$ cat src/rtl/dbg_trig_pkg.sv
package dbg_trig_pkg;

  typedef enum logic [2:0] {
    ACT_NONE   = 3'd0,
    ACT_BREAK  = 3'd1,
    ACT_EXT    = 3'd2,
    ACT_TRON   = 3'd3,
    ACT_TROFF  = 3'd4,
    ACT_SAMPLE = 3'd5,
    ACT_ARM    = 3'd6,
    ACT_RSVD   = 3'd7
  } trigAct_e;

  // Control word, LSB first: en, busData, addrEn, dataEn, rdEn, wrEn, armedOnly, rangeEn, act
  typedef struct packed {
    trigAct_e act;
    logic     rangeEn;
    logic     armedOnly;
    logic     wrEn;
    logic     rdEn;
    logic     dataEn;
    logic     addrEn;
    logic     busData;
    logic     en;
  } slotCtrl_t;

  localparam int CTRL_W = $bits(slotCtrl_t);

  localparam logic [1:0] FLD_CTRL = 2'd0;
  localparam logic [1:0] FLD_ADDR = 2'd1;
  localparam logic [1:0] FLD_DATA = 2'd2;

  // Per-slot result handed from datapath to control
  typedef struct packed {
    logic     fire;
    trigAct_e act;
    logic     lvl2;
    logic     onData;
  } slotHit_t;

  // Strobes from control back to the datapath
  typedef struct packed {
    logic armed;
  } ctrlStrobe_t;

endpackage

$ cat src/rtl/dbg_trig_dp.sv
module dbg_trig_dp
  import dbg_trig_pkg::*;
#(
  parameter int NUM_SLOTS = 8,
  parameter int AW = 32,
  parameter int DW = 32,
  parameter int SW = 3,
  parameter int WW = 32
) (
  input  logic              clk,
  input  logic              rstN,
  input  logic              cfgWe,
  input  logic [SW-1:0]     cfgSlot,
  input  logic [1:0]        cfgField,
  input  logic [WW-1:0]     cfgWdata,
  input  logic              iValid,
  input  logic [AW-1:0]     iAddr,
  input  logic              dValid,
  input  logic [AW-1:0]     dAddr,
  input  logic [DW-1:0]     dData,
  input  logic              dRead,
  input  logic              dWrite,
  input  ctrlStrobe_t       strb,
  output slotHit_t          hits [NUM_SLOTS]
);

  slotCtrl_t         ctrlReg [NUM_SLOTS];
  logic [AW-1:0]     addrCmp [NUM_SLOTS];
  logic [DW-1:0]     dataCmp [NUM_SLOTS];

  always_ff @(posedge clk or negedge rstN) begin
    if (!rstN) begin
      for (int s = 0; s < NUM_SLOTS; s++) begin
        ctrlReg[s] <= '0;
        addrCmp[s] <= '0;
        dataCmp[s] <= '0;
      end
    end else if (cfgWe) begin
      case (cfgField)
        FLD_CTRL: ctrlReg[cfgSlot] <= slotCtrl_t'(cfgWdata[CTRL_W-1:0]);
        FLD_ADDR: addrCmp[cfgSlot] <= cfgWdata[AW-1:0];
        FLD_DATA: dataCmp[cfgSlot] <= cfgWdata[DW-1:0];
        default: ;
      endcase
    end
  end

  for (genvar i = 0; i < NUM_SLOTS; i++) begin : g_slot
    logic          onData, busValid, useRange;
    logic [AW-1:0] busAddr;
    logic          addrEq, dataEq, addrIn, dataIn;
    logic          addrOk, dataOk, rdOk, wrOk, armOk;

    assign onData   = ctrlReg[i].busData;
    assign busValid = onData ? dValid : iValid;
    assign busAddr  = onData ? dAddr : iAddr;
    assign addrEq   = (busAddr == addrCmp[i]);
    assign dataEq   = (dData == dataCmp[i]);

    if ((i % 2 == 0) && (i + 1 < NUM_SLOTS)) begin : g_pair
      assign useRange = ctrlReg[i].rangeEn & onData;
      assign addrIn   = (busAddr >= addrCmp[i]) && (busAddr <= addrCmp[i+1]);
      assign dataIn   = (dData >= dataCmp[i]) && (dData <= dataCmp[i+1]);
    end else begin : g_single
      assign useRange = 1'b0;
      assign addrIn   = 1'b0;
      assign dataIn   = 1'b0;
    end

    assign addrOk = !ctrlReg[i].addrEn || (useRange ? addrIn : addrEq);
    assign dataOk = !(ctrlReg[i].dataEn && onData) || (useRange ? dataIn : dataEq);
    assign rdOk   = !(ctrlReg[i].rdEn && onData) || dRead;
    assign wrOk   = !(ctrlReg[i].wrEn && onData) || dWrite;
    assign armOk  = !ctrlReg[i].armedOnly || strb.armed;

    assign hits[i].fire   = ctrlReg[i].en && busValid && addrOk && dataOk
                            && rdOk && wrOk && armOk;
    assign hits[i].act    = ctrlReg[i].act;
    assign hits[i].lvl2   = ctrlReg[i].armedOnly;
    assign hits[i].onData = onData;
  end

endmodule

$ cat src/rtl/dbg_trig_ctrl.sv
module dbg_trig_ctrl
  import dbg_trig_pkg::*;
#(
  parameter int NUM_SLOTS = 8
) (
  input  logic        clk,
  input  logic        rstN,
  input  logic        cfgWe,
  input  slotHit_t    hits [NUM_SLOTS],
  output ctrlStrobe_t strb,
  output logic        brkReq,
  output logic        extTrig,
  output logic        traceEn,
  output logic        traceSample
);

  logic doBrk, doExt, doOn, doOff, doSmp, doArm;
  logic armed;

  always_comb begin
    doBrk = 1'b0;
    doExt = 1'b0;
    doOn  = 1'b0;
    doOff = 1'b0;
    doSmp = 1'b0;
    doArm = 1'b0;
    for (int s = 0; s < NUM_SLOTS; s++) begin
      if (hits[s].fire) begin
        case (hits[s].act)
          ACT_BREAK:  doBrk = 1'b1;
          ACT_EXT:    doExt = 1'b1;
          ACT_TRON:   doOn  = 1'b1;
          ACT_TROFF:  doOff = 1'b1;
          ACT_SAMPLE: if (hits[s].onData) doSmp = 1'b1;
          ACT_ARM:    if (!hits[s].lvl2)  doArm = 1'b1;
          default: ;
        endcase
      end
    end
  end

  always_ff @(posedge clk or negedge rstN) begin
    if (!rstN) begin
      brkReq      <= 1'b0;
      extTrig     <= 1'b0;
      traceEn     <= 1'b0;
      traceSample <= 1'b0;
      armed       <= 1'b0;
    end else begin
      brkReq      <= doBrk;
      extTrig     <= doExt;
      traceSample <= doSmp;
      if (doOff)      traceEn <= 1'b0;
      else if (doOn)  traceEn <= 1'b1;
      if (cfgWe)      armed <= 1'b0;
      else if (doArm) armed <= 1'b1;
    end
  end

  assign strb.armed = armed;

endmodule

$ cat src/rtl/dbg_trig_unit.sv
module dbg_trig_unit
  import dbg_trig_pkg::*;
#(
  parameter int NUM_SLOTS = 8,
  parameter int AW = 32,
  parameter int DW = 32,
  localparam int SW = (NUM_SLOTS > 1) ? $clog2(NUM_SLOTS) : 1,
  localparam int WW = (AW > DW) ? AW : DW
) (
  input  logic          clk,
  input  logic          rstN,
  input  logic          cfgWe,
  input  logic [SW-1:0] cfgSlot,
  input  logic [1:0]    cfgField,
  input  logic [WW-1:0] cfgWdata,
  input  logic          iValid,
  input  logic [AW-1:0] iAddr,
  input  logic          dValid,
  input  logic [AW-1:0] dAddr,
  input  logic [DW-1:0] dData,
  input  logic          dRead,
  input  logic          dWrite,
  output logic          brkReq,
  output logic          extTrig,
  output logic          traceEn,
  output logic          traceSample
);

  slotHit_t    hits [NUM_SLOTS];
  ctrlStrobe_t strb;

  dbg_trig_dp #(
    .NUM_SLOTS(NUM_SLOTS), .AW(AW), .DW(DW), .SW(SW), .WW(WW)
  ) u_dp (
    .clk(clk), .rstN(rstN),
    .cfgWe(cfgWe), .cfgSlot(cfgSlot), .cfgField(cfgField), .cfgWdata(cfgWdata),
    .iValid(iValid), .iAddr(iAddr),
    .dValid(dValid), .dAddr(dAddr), .dData(dData), .dRead(dRead), .dWrite(dWrite),
    .strb(strb), .hits(hits)
  );

  dbg_trig_ctrl #(
    .NUM_SLOTS(NUM_SLOTS)
  ) u_ctrl (
    .clk(clk), .rstN(rstN), .cfgWe(cfgWe), .hits(hits), .strb(strb),
    .brkReq(brkReq), .extTrig(extTrig), .traceEn(traceEn), .traceSample(traceSample)
  );

endmodule

$ cat config.mk
export PLATFORM = sky130hd
export DESIGN_NAME = dbg_trig_unit
export DESIGN_NICKNAME = d
export VERILOG_FILES = /design/src/rtl/dbg_trig_pkg.sv /design/src/rtl/dbg_trig_dp.sv /design/src/rtl/dbg_trig_ctrl.sv /design/src/rtl/dbg_trig_unit.sv
export SDC_FILE = /design/constraint.sdc
export NUM_CORES = 2
export LEC_CHECK = 0
export BUFFER_PORTS_ARGS = -buffer_cell sky130_fd_sc_hd__buf_2
export CAP_MARGIN = 20
export CELL_PAD_IN_SITES_DETAIL_PLACEMENT = 1
export CELL_PAD_IN_SITES_GLOBAL_PLACEMENT = 2
export CORE_ASPECT_RATIO = 1.1
export CORE_MARGIN = 1
export CORE_UTILIZATION = 45
export CTS_CLUSTER_SIZE = 40
export DETAILED_ROUTE_END_ITERATION = 8
export HOLD_SLACK_MARGIN = 0.03
export PLACE_DENSITY = 0.95
export SYNTH_ARGS = -nofsm -noshare
export SYNTH_HDL_FRONTEND = slang
export SYNTH_HIERARCHICAL = 1
export SYNTH_SLANG_ARGS = --single-unit
$ cat constraint.sdc
create_clock -name clk -period 6.55 [get_ports clk]
set_clock_uncertainty 0.2 [all_clocks]
set_input_delay 1.965 -clock clk [delete_from_list [all_inputs] [get_ports clk]]
set_output_delay 1.965 -clock clk [all_outputs]
set_load 0.05 [all_outputs]
[After elaboration in Yosys (flattened, before gate mapping)]
Index checks and enable logic that the tools add are counted.
Cells by class
  $lt $le $gt $ge: 18
  eq/ne operators: 66
  mux-type cells: 147
  bitwise gates (word level): 5
  reduce and logical (&&, ||, !) cells: 167
Operator list (count)
  $bwmux W256: 2
  $eq A32 B32 Y1: 16
  $mux W32: 9
  $ge A32 B32 Y1: 8
  $le A32 B32 Y1: 8
  $mux W1: 132
  $demux W32 S3: 1
  $bwmux W88: 1
  $logic_and A1 B1 Y1: 81
  $eq A3 B3 Y1 const B: 24
  $eq A3 B2 Y1 const B: 16
  $logic_not A1 Y1: 40
  $logic_or A1 B1 Y1: 40
  $demux W11 S3: 1
  $eq A3 B1 Y1 const B: 8
  $mux W11: 1
  $reduce_and A2 Y1: 3
  $and A1 B1 Y1: 4
  $ge A4 B4 Y1 const B: 1
  $lt A4 B1 Y1 const B: 1
  $not A3 Y4: 1
  $reduce_bool A2 Y1: 2
  $eq A2 B1 Y1 const B: 1
  $eq A2 B2 Y1 const B: 1
  $logic_not A2 Y1: 1
Word-level totals
  register bits after elaboration: 605
  input port bits: 140
  output and inout port bits: 4

[Longest topological paths before layout]
  word-level depth: 34
  depth in mapped cells: 15
  gate-level depth less buffers: 13

[By module]
Netlist, hierarchy kept.
Modules (own cells, without submodules)
  dbg_trig_dp: instances 1, cells each 4007, area each 39504.1 µm², seq. area each 14914.3 µm²
  dbg_trig_ctrl: instances 1, cells each 84, area each 709.4 µm², seq. area each 125.1 µm²

[Worst setup path after synthesis]
Ideal clock, no wire load.
  path type: input-to-reg
  start point: input port dAddr[29]
  end point: register u_ctrl.armed, in the netlist u_ctrl/strb
  arrival: 4.510 ns
  required time: 6.268 ns
  setup slack: 1.758 ns
  stages on the path: 13
  cell sequence: mux2_2 -> ha_1 -> nand4_1 -> or3_1 -> nor4_2 -> nand2_1 -> o211ai_1 -> a21oi_1 -> nor4_2 -> nand2_1 -> nor4b_1 -> nor4_1 -> a31oi_1
RTL lines
  from (decl): RTL line dbg_trig_unit.sv:19  | input logic [AW-1:0] dAddr,
  to (signal assigned): RTL line dbg_trig_ctrl.sv:48  | armed <= 1'b0;
  to (signal assigned): RTL line dbg_trig_ctrl.sv:55  | if (cfgWe) armed <= 1'b0;
  to (signal assigned): RTL line dbg_trig_ctrl.sv:56  | else if (doArm) armed <= 1'b1;
  to (decl): RTL line dbg_trig_ctrl.sv:18  | logic armed;

==> summary.txt <==
Outcome
  – Result of the run: complete, no violations

Logic synthesis
  – Synthesized area: 40200 sq um
  – Commonest cells in the synthesized netlist: 601 x sky130_fd_sc_hd__dfrtp_1, 523 x sky130_fd_sc_hd__inv_1, 512 x sky130_fd_sc_hd__ha_1, 465 x sky130_fd_sc_hd__mux2_2, 408 x sky130_fd_sc_hd__nand2_1
  – Total nets after synthesis: approximately 4700
  – Post-synth EDFFs: 0
  – Flops & latches, synth: between 600 and 700
  – Library cell with the highest instance count after synthesis: sky130_fd_sc_hd__dfrtp_1
  – Area contributors post-synth: sky130_fd_sc_hd__dfrtp_1 37%, sky130_fd_sc_hd__ha_1 16%, sky130_fd_sc_hd__mux2_2 13%
  – Most used flip-flop cell after synthesis: sky130_fd_sc_hd__dfrtp_1
  – Post-synth ARST share: between 90% and 100%
  – Area fraction of the dominant cell type after synthesis: approximately 37%
  – Sequential-to-total area share from yosys stat: 37.4%
  – Synth area leader: sky130_fd_sc_hd__dfrtp_1
  – Post-Synthesis Mean Instance Area: 9.83 sq um
  – Synth Warn #: 6
  – Unique masters post-synth: 76
  – Gate Count Post-Synth: about 4100

CTS
  – H-tree depth: 3
  – # Post-CTS Setup Buffers: 0
  – Number of sinks handled by clock tree synthesis: 601
  – Clock root buffer: sky130_fd_sc_hd__clkbuf_16
  – Cts repair resizes: 0
  – Clock tree from TritonCTS: yes
  – Clock slew seen by the registers of the worst setup and hold paths: ~0.060 ns
  – Hold buffers post-CTS: 0
  – Source-to-sink clock delay at the later pin of the worst-skew pair: roughly 0.64 ns
  – Max Buffers Root-to-Sink: 3
  – TritonCTS Buffers: between 60 and 70

Timing
  – Final TNS setup: 0 ns
  – Unrepaired setup endpoints after global routing: no
  – Slew Viols, Final: 0
  – Worst slew slack as a fraction of its limit: between 20% and 30%
  – Period utilisation layout: 80.9%
  – Final setup viols: 0
  – Final Hold Fails: 0
  – Fmax: roughly 0.19 GHz
  – Final worst setup slack: ~1.2 ns
  – Period minus WS final: 5.30 ns
  – Worst Tran Pin Value: approximately 1.1 ns

Routing
  – Violation count after the first detailed-routing iteration: between 2000 and 2500
  – Post-detailed-route wirelength per cell: between 20 and 30 microns
  – DR vias: between 30000 and 40000
  – Iteration count of the initial detailed-routing pass: 6
  – Detailed-route wire length: about 140000 microns
  – DR vias/cell: slightly below 6
  – Post-route DRC: 0
  – Final antenna-violating net count: 0

Min path
  – Count of cells along the worst hold path: 1
  – Worst min-delay path category: flop to flop

Place
  – Pre-CTS WS: approximately 0.73 ns
  – Final GP Congestion: between 0.9 and 1
  – Sum of net half-perimeters after detailed placement: between 100000 and 150000 microns
  – Number of buffers inserted by port buffering: 143

Worst setup path
  – Path type of the worst setup path: input pin to flop
  – Worst setup EP type: flop
  – Endpoint arrival time on the critical path: about 5.7 ns
  – Startpoint type of the worst setup path: input pin
  – Req. time, crit path: between 6 and 7 ns
  – Max FO, Critical Path: 8
  – Register-to-Register Path Depth: 12

Floorplan
  – Io pins: ~140
  – Standard-cell row count: 114
  – Placeable core region: 88100 sq um
  – Initial core utilization: between 40% and 50%
  – Die extent in x: between 200 and 300 microns
  – DIE HEIGHT: 316 microns
  – DIE AREA: a little over 90000 sq um

Power and ir drop
  – Power density relative to cell area: just over 300 nW/um^2
  – Static power due to leakage: roughly 21 nW
  – IR Drop Worst-Case VDD: approximately 0.00020 V

Global routing
  – Via count of the first global-routing pass: about 34000
  – GRT Total Usage: 30.1%
  – Global-route wire length before repair: a little over 200000 microns
  – Remaining Overflow, GRT: 0
  – Antenna violations before repair: 5
  – Largest net degree at the start of global routing: about 120

Layout
  – Layout cell share with drive strength beyond 1: around a fifth
  – Area of the multi-input gates: 22300 sq um
  – Fill cell total of the finished layout: approximately 9800
  – Flip-flop and latch area: roughly 15000 sq um
  – Area growth from synthesis to layout: 10.1%
  – Net count, final: a little under 5000

Run
  – Max Cap Viol: 0
-- worst paths after layout --
check,from,end,slack [ns]
max in group asynchronous,rstN,u_dp/g_slot[7].onData$_DFFE_PN0P_,3.85
worst max-delay path,dData[23],u_ctrl/brkReq$_DFF_PN0_,1.25
min in group asynchronous,rstN,u_dp/dataCmp[94]$_DFFE_PN0P_,1.13
worst min-delay path,u_dp/addrCmp[121]$_DFFE_PN0P_,u_dp/addrCmp[121]$_DFFE_PN0P_,0.30
worst min register to register,u_dp/addrCmp[121]$_DFFE_PN0P_,u_dp/addrCmp[121]$_DFFE_PN0P_,0.30
worst max register to register,u_dp/g_slot[0].onData$_DFFE_PN0P_,u_ctrl/brkReq$_DFF_PN0_,1.63
-- cells in the final DEF (no fill, tap or decap), types with 12 or more instances in the layout --
cell	count
sky130_fd_sc_hd__o21ai_0	318
sky130_fd_sc_hd__buf_4	40
sky130_fd_sc_hd__a21o_1	47
sky130_fd_sc_hd__o211ai_1	18
sky130_fd_sc_hd__mux2i_1	132
sky130_fd_sc_hd__dfrtp_1	593
sky130_fd_sc_hd__buf_2	142
sky130_fd_sc_hd__nor4_1	24
sky130_fd_sc_hd__a211oi_1	25
sky130_fd_sc_hd__nand2_1	408
sky130_fd_sc_hd__clkbuf_16	69
sky130_fd_sc_hd__clkbuf_8	14
sky130_fd_sc_hd__inv_1	523
sky130_fd_sc_hd__nor2_1	55
sky130_fd_sc_hd__nor3_1	22
sky130_fd_sc_hd__a21oi_1	204
sky130_fd_sc_hd__clkbuf_1	13
sky130_fd_sc_hd__ha_1	512
sky130_fd_sc_hd__nand3_1	50
sky130_fd_sc_hd__nor2b_1	26
sky130_fd_sc_hd__mux2_2	465
sky130_fd_sc_hd__clkinv_2	14
sky130_fd_sc_hd__xnor2_1	124
sky130_fd_sc_hd__nand4_1	132
sky130_fd_sc_hd__o221ai_1	12
-- power breakdown --
group	internal (mW)	total [mW]	switching, mW
Clock	2.36	4.07	1.71
Sequential	4.50	4.99	0.490
Combinational	1.93	4.73	2.79
Total	8.79	13.8	5.00
-- logic make-up after synthesis --
| group | count (synthesis) | share of synthesized area (%) |
|---|---|---|
| AOI/OAI and AO/OA | 712 | 10.3 |
| xor gates and xnor gates | 128 | 2.79 |
| adders and majority gates | 512 | 15.9 |
| DFF | 601 | 37.4 |
| muxes | 598 | 16.3 |
| buffers and inverters | 721 | 7.21 |
| and+or+nand+nor | 819 | 10.1 |
-- area by class of cell --
cell class / count / share of cell area [%]
diodes: 2 / 0.0113
repair buffers: 189 / 2.59
clock inverters: 29 / 0.822
clock buffers: 96 / 4.44
multi-input cells: 2769 / 50.4
inverters: 523 / 4.43
well taps: 1160 / 3.28
flip-flops and latches: 601 / 34.0
-- metal layers --
layer  wire, microns  GRT usage (%)  share of wire, %  vias to the layer above
met5              37              0             0.027                        -
met4            5750           13.1               4.3                        6
met3            7300           3.71               5.4                      273
met2           63400           49.1                47                      841
met1           58600           40.1                43                    16200
li1                -              -                 -                    14400
-- critical path: stages --
cell	delay [ns]
sky130_fd_sc_hd__buf_2	0.25
sky130_fd_sc_hd__ha_1	0.32
sky130_fd_sc_hd__a21oi_1	0.17
sky130_fd_sc_hd__o21ai_0	0.11
sky130_fd_sc_hd__a221o_1	0.33
sky130_fd_sc_hd__a211oi_1	0.55
sky130_fd_sc_hd__o21ai_0	0.20
sky130_fd_sc_hd__a41o_1	0.32
sky130_fd_sc_hd__nor4bb_1	0.81
sky130_fd_sc_hd__nor4bb_1	0.46
sky130_fd_sc_hd__a2111oi_2	0.09
sky130_fd_sc_hd__nand3_1	0.08
-- flip-flops by register name, indices dropped and copies added, names as in the netlist --
signal and count:
u_ctrl/traceSample 1, u_dp/addrCmp 256, u_ctrl/extTrig 1, u_ctrl/strb 1, u_dp/hits 32, u_ctrl/brkReq 1
u_dp/g_slot.onData 8, u_ctrl/traceEn 1, u_dp/ctrlReg 44, u_dp/dataCmp 256
-- through the flow --
step	cell area (sq um)	hold slack [ns]	instances	total power, mW	utilization (%)
global route	44300	0.311	5367	14.6	50.2
global placement	41900	0.281	5240	9.35	47.6
CTS	44300	0.307	5365	13.8	50.2
finish	44300	0.302	5369	13.8	50.2
floorplan	40200	0.259	4091	8.03	-
detailed placement	41900	0.293	5240	9.63	47.6
Power figures use the tool's default switching activity.
